==> src/rtl/dac_in_pkg.sv <==
package dac_in_pkg;

  typedef struct packed {
    logic full_en;   // write of the whole word
    logic lo_en;     // write of the lower section only
    logic xfer_en;   // input latch -> DAC register
  } strobe_t;

endpackage

==> src/rtl/dac_strobe_dec.sv <==
module dac_strobe_dec
  import dac_in_pkg::*;
(
  input  logic    cs_ni,
  input  logic    wr_ni,
  input  logic    xfer_ni,
  input  logic    byte_hi_i,
  output strobe_t st_o
);

  logic wr_en;

  assign wr_en      = ~cs_ni & ~wr_ni;
  assign st_o.full_en = wr_en & byte_hi_i;
  assign st_o.lo_en   = wr_en & ~byte_hi_i;
  // transfer is refused while the full-word select is up
  assign st_o.xfer_en = ~xfer_ni & ~byte_hi_i;

endmodule

==> src/rtl/dac_in_latch.sv <==
module dac_in_latch
  import dac_in_pkg::*;
#(
  parameter int unsigned HI_W        = 8,
  parameter int unsigned LO_W        = 2,
  parameter bit          LO_FROM_TOP = 1'b1,
  localparam int unsigned CODE_W     = HI_W + LO_W
) (
  input  logic              clk_i,
  input  logic              rst_ni,
  input  strobe_t           st_i,
  input  logic [CODE_W-1:0] data_i,
  output logic [CODE_W-1:0] in_q_o,
  output logic [CODE_W-1:0] in_next_o
);

  logic [HI_W-1:0] hi_q, hi_next;
  logic [LO_W-1:0] lo_q, lo_next, lo_src;

  generate
    if (LO_FROM_TOP) begin : g_lane_top
      // left-justified byte bus: second byte delivers LSBs in its top bits
      assign lo_src = data_i[CODE_W-1 -: LO_W];
    end else begin : g_lane_bot
      assign lo_src = data_i[LO_W-1:0];
    end
  endgenerate

  always_comb begin
    hi_next = hi_q;
    lo_next = lo_q;
    if (st_i.full_en) begin
      hi_next = data_i[CODE_W-1:LO_W];
      lo_next = data_i[LO_W-1:0];
    end else if (st_i.lo_en) begin
      lo_next = lo_src;
    end
  end

  always_ff @(posedge clk_i or negedge rst_ni) begin
    if (!rst_ni) begin
      hi_q <= '0;
      lo_q <= '0;
    end else begin
      hi_q <= hi_next;
      lo_q <= lo_next;
    end
  end

  assign in_q_o    = {hi_q, lo_q};
  assign in_next_o = {hi_next, lo_next};

  AST_HI_HOLD_2ND: assert property (@(posedge clk_i) disable iff (!rst_ni)
    st_i.lo_en |=> $stable(hi_q)) else $error("upper section moved on second byte");

  AST_IDLE_HOLD: assert property (@(posedge clk_i) disable iff (!rst_ni)
    !(st_i.full_en || st_i.lo_en) |=> $stable({hi_q, lo_q})) else $error("latch moved without write");

endmodule

==> src/rtl/dac_code_reg.sv <==
module dac_code_reg
  import dac_in_pkg::*;
#(
  parameter int unsigned CODE_W = 10
) (
  input  logic              clk_i,
  input  logic              rst_ni,
  input  strobe_t           st_i,
  input  logic [CODE_W-1:0] in_next_i,
  output logic [CODE_W-1:0] code_o,
  output logic              upd_o
);

  logic [CODE_W-1:0] code_q;
  logic              upd_q;
  logic              load;

  // in_next carries same-cycle write data, giving auto-transfer and flow-through
  assign load = st_i.xfer_en && (in_next_i != code_q);

  always_ff @(posedge clk_i or negedge rst_ni) begin
    if (!rst_ni) begin
      code_q <= '0;
      upd_q  <= 1'b0;
    end else begin
      upd_q <= load;
      if (load) code_q <= in_next_i;
    end
  end

  assign code_o = code_q;
  assign upd_o  = upd_q;

  AST_NO_XFER_HOLD: assert property (@(posedge clk_i) disable iff (!rst_ni)
    !st_i.xfer_en |=> $stable(code_q)) else $error("code moved without transfer");

  AST_UPD_CHANGE: assert property (@(posedge clk_i) disable iff (!rst_ni)
    upd_q |-> (code_q != $past(code_q))) else $error("pulse without change");

  AST_CHANGE_UPD: assert property (@(posedge clk_i) disable iff (!rst_ni)
    (code_q != $past(code_q)) |-> upd_q) else $error("change without pulse");

endmodule

==> src/rtl/dac_dbuf_front.sv <==
module dac_dbuf_front
  import dac_in_pkg::*;
#(
  parameter int unsigned HI_W        = 8,
  parameter int unsigned LO_W        = 2,
  parameter bit          LO_FROM_TOP = 1'b1,
  localparam int unsigned CODE_W     = HI_W + LO_W
) (
  input  logic              clk_i,
  input  logic              rst_ni,
  input  logic              cs_ni,
  input  logic              wr_ni,
  input  logic              xfer_ni,
  input  logic              byte_hi_i,
  input  logic [CODE_W-1:0] data_i,
  output logic [CODE_W-1:0] code_o,
  output logic              upd_o
);

  strobe_t           st;
  logic [CODE_W-1:0] in_q, in_next;

  dac_strobe_dec u_dec (
    .cs_ni     (cs_ni),
    .wr_ni     (wr_ni),
    .xfer_ni   (xfer_ni),
    .byte_hi_i (byte_hi_i),
    .st_o      (st)
  );

  dac_in_latch #(
    .HI_W        (HI_W),
    .LO_W        (LO_W),
    .LO_FROM_TOP (LO_FROM_TOP)
  ) u_latch (
    .clk_i     (clk_i),
    .rst_ni    (rst_ni),
    .st_i      (st),
    .data_i    (data_i),
    .in_q_o    (in_q),
    .in_next_o (in_next)
  );

  dac_code_reg #(
    .CODE_W (CODE_W)
  ) u_code (
    .clk_i     (clk_i),
    .rst_ni    (rst_ni),
    .st_i      (st),
    .in_next_i (in_next),
    .code_o    (code_o),
    .upd_o     (upd_o)
  );

  AST_CS_BLOCK: assert property (@(posedge clk_i) disable iff (!rst_ni)
    cs_ni |=> $stable(in_q)) else $error("write passed with chip deselected");

  AST_BYTE_HI_NO_XFER: assert property (@(posedge clk_i) disable iff (!rst_ni)
    byte_hi_i |=> !upd_o) else $error("transfer while full-word select high");

endmodule

==> config.mk <==
export PLATFORM = sky130hd
export DESIGN_NAME = dac_dbuf_front
export DESIGN_NICKNAME = d
export VERILOG_FILES = /design/src/rtl/dac_in_pkg.sv /design/src/rtl/dac_strobe_dec.sv /design/src/rtl/dac_in_latch.sv /design/src/rtl/dac_code_reg.sv /design/src/rtl/dac_dbuf_front.sv
export SDC_FILE = /design/constraint.sdc
export NUM_CORES = 1
export LEC_CHECK = 0
export BUFFER_PORTS_ARGS = -buffer_cell sky130_fd_sc_hd__buf_4
export CAP_MARGIN = 10
export CORE_AREA = 2 2 46 48
export CTS_BUF_LIST = sky130_fd_sc_hd__clkbuf_8 sky130_fd_sc_hd__clkbuf_16
export CTS_CLUSTER_DIAMETER = 150
export DETAILED_ROUTE_END_ITERATION = 7
export DIE_AREA = 0 0 48 50
export PLACE_DENSITY = 0.89
export SLEW_MARGIN = 20
export SYNTH_ARGS = -nofsm -noshare
export SYNTH_HDL_FRONTEND = slang
export SYNTH_HIERARCHICAL = 1
export SYNTH_SLANG_ARGS = --single-unit
==> constraint.sdc <==
create_clock -name clk_i -period 3.4 [get_ports clk_i]
set_input_delay 0.51 -clock clk_i [delete_from_list [all_inputs] [get_ports clk_i]]
set_output_delay 0.51 -clock clk_i [all_outputs]
set_load 0.01 [all_outputs]
==> summary.txt <==
Routing
  – Iteration-0 DRC Markers: 4
  – Drt first pass iters: 3
  – Via density: 4.88
  – Final wirelength: about 1800 um
  – ANT nets after route: 0
  – Routed via count: 585
  – Routed WL per cell: 14.8 um
  – DRC errors left: 0

Pwr
  – Total power: between 0.7 and 0.8 mW
  – Combinational power share: 32.7%
  – Switching share of total power: between 20 and 30%
  – PD cells: 609 nW/um^2
  – Leakage: 0.557 nW
  – P_sw: 0.218 mW
  – Maximum VDD drop: 0.328 mV
  – Seq pwr share: 46.5%
  – Clock Power Share: 20.8%
  – P_int: 0.527 mW

Synth
  – Mapped Area: 952 um^2
  – Yosys top cell by area: dfrtp_1
  – Warnings from Yosys: 6
  – Syn_nets: 79
  – Sequential area share after synthesis: 55.2%
  – Yosys top cell area share: between 50% and 60%
  – Synth Area per Inst: ~15 um^2
  – Area contributors post-synth: dfrtp_1 (55%), mux2_2 (14%), mux2_4 (9.5%)
  – Seq cells post-synth: 21
  – Distinct cells, synth: 15
  – Mapped Cells: between 60 and 70

GRT
  – Vias in the first global route: 605
  – Initial antenna violation count: 0
  – GR peak layer: met2
  – GRT met2 Usage: 27.1%
  – First-pass GRT wire length: roughly 2700 um
  – Gr usage total: 16.4%
  – Met1 Use GR: 19.2%
  – Largest net degree at the start of global routing: 22
  – GR Util met3: just over 4%
  – Global route overflow: 0

Clock tree
  – CTS tree: done
  – CTS H-tree lvls: 1
  – TritonCTS Sinks: 21
  – Post-CTS Setup Bufs: 0
  – Root buf cell: clkbuf_8
  – PostCTS Resize Cnt: 0
  – Num CTS Buffers: 3
  – CTS clock-pin slew for the worst setup and hold paths: 0.07 ns
  – Worst skew pair latency: between 0.2 and 0.3 ns
  – Post-CTS Hold Buffers: 0
  – Maximum clock insertion buffer count: 2

Die
  – Core Footprint: ~1900 um^2
  – DIE HEIGHT: 50 um
  – Die width: approximately 48 um
  – Initial Util: between 50% and 60%
  – Boundary Pins: 27
  – Die area: 2400 um^2
  – Placement Rows: 16

Cells and area
  – FILL cells: 135
  – Nets: between 100 and 150
  – Area of the multi-input gates: between 400 and 500 um^2
  – Storage cell area: about 530 um^2
  – Fin area: 1220 um^2
  – Final std cells w/o fill: 120
  – Area delta synth->final: 28.4%
  – Antenna diode instance count: 0
  – Share of cells above drive strength 1: between 50% and 60%
  – Commonest non-fill, non-tap cell in the layout: buf_4
  – Commonest non-fill, non-tap cells in the layout: buf_4 (27), dfrtp_1 (21), mux2_2 (12)

Setup path
  – Worst R2R Setup Slack: 1.21 ns
  – Slowest cell on crit path: o41ai_4
  – Setup CP Type: in -> reg
  – Worst R2R Start: u_latch/lo_q[0]$_DFF_PN0_
  – Worst Setup SP: wr_ni
  – Worst Path Required: 3.54 ns
  – Data arrival time of the critical path: roughly 2.8 ns
  – Crit-path max cell delay: between 0.5 and 0.6 ns
  – CP Cell Sequence: buf_4, nor3_1, mux2i_1, o21ai_0, xnor2_1, nand4_1, o41ai_4, mux2_2
  – Crit Path Max Fanout: 7
  – Setup crit start kind: input port
  – Crit end category: flop

STA
  – Fmax: between 300 and 400 MHz
  – Max Clock Skew: 0.00306 ns
  – Final setup viols: 0
  – Unrepaired setup endpoints after global routing: false
  – Max Slew Vio Count: 0
  – Worst Slack Setup Final: 0.762 ns
  – Slew margin rel.: 62.8%
  – Total Negative Setup Slacks: 0 ns
  – Final hold vios: 0
  – Tmin final: between 2 and 3 ns
  – Least-Margin Pin Slew: 0.556 ns
  – Fin crit share: 77.6%

Placed design
  – Setup WS pre-CTS: 0.512 ns
  – Dpl cells: ~120
  – Final HPWL DP: about 1400 um
  – Placed inst area: 1180 um^2
  – GP Congestion: about 0.72
  – IO buf count: 26

Min path
  – Worst hold path class: in -> async

Outcome
  – Outcome: complete, no violations

Flow run
  – Max-cap viol count: 0
==> registers in the layout, indices dropped and copies added (netlist names) <==
register and count:
u_code/code_o 10, u_latch/lo_q 2, u_code/upd_o 1, u_latch/hi_q 8
==> metrics by stage <==
stage,utilization (%),hold WS [ns]
floorplan,-,0.214
global placement,61.9,0.401
detailed placement,61.9,0.406
CTS,64.3,0.130
global route,64.3,0.139
finish,64.3,0.123
==> power by group through the flow <==
stage	logic [mW]	registers, mW	clock network [mW]
2_1_floorplan	0.134	0.360	0
3_3_place_gp	0.238	0.346	0
6_report	0.244	0.346	0.155
5_1_grt	0.265	0.353	0.166
3_5_place_dp	0.244	0.351	0
4_1_cts	0.247	0.346	0.157
==> synthesized netlist by cell type <==
master / count
dfrtp_1: 21
mux2_2: 12
xnor2_1: 8
mux2_4: 6
mux2i_1: 2
nand2_1: 2
nand4_1: 2
o21ai_0: 2
xor2_1: 2
buf_6: 1
inv_1: 1
nor2_1: 1
nor3_1: 1
nor3b_2: 1
o41ai_4: 1
==> layout make-up <==
cell class	count	area share, %
repair buffers	27	16.6
well taps	27	2.76
clock inverters	1	0.307
flip-flops and latches	21	43.0
inverters	1	0.307
clock buffers	3	3.38
multi-input cells	40	33.7
==> logic make-up (layout without fill, tap and decap cells) <==
group	after synthesis	in the layout	synth area share, %
AO/OA/AOI/OAI	3	3	3.94
flip-flops	21	21	55.2
buffers and inverters	2	32	1.58
XOR/XNOR	10	10	9.20
multiplexers	20	20	25.8
AND/OR/NAND/NOR	7	7	4.34
==> worst max-delay path: cells and delay by family <==
kind                      cells  cell delay, ns
buffers and inverters         1            0.12
AOI/OAI and AO/OA             2            0.96
and+or+nand+nor               2            0.50
muxes                         2            0.53
xor gates and xnor gates      1            0.17
==> worst paths after layout <==
check | to | depth (start not counted)
max | u_code/code_o[8]$_DFFE_PN0P_ | 8
min | u_code/code_o[0]$_DFFE_PN0P_ | 1
max reg2reg | u_code/code_o[8]$_DFFE_PN0P_ | 6
min reg2reg | u_latch/hi_q[1]$_DFF_PN0_ | 1
max in group asynchronous | u_latch/lo_q[0]$_DFF_PN0_ | 1
min in group clk_i | u_latch/hi_q[1]$_DFF_PN0_ | 1
==> per-layer routing <==
layer  vias to the layer above  routed length (um)  share of wire [%]
met1                       284                 749                 42
met3                         4                  77                4.4
met2                        18                 897                 51
li1                        279                   -                  -
met4                         0                  45                2.5
met5                         -                   0                  0
(Power assumes the default switching activity.)
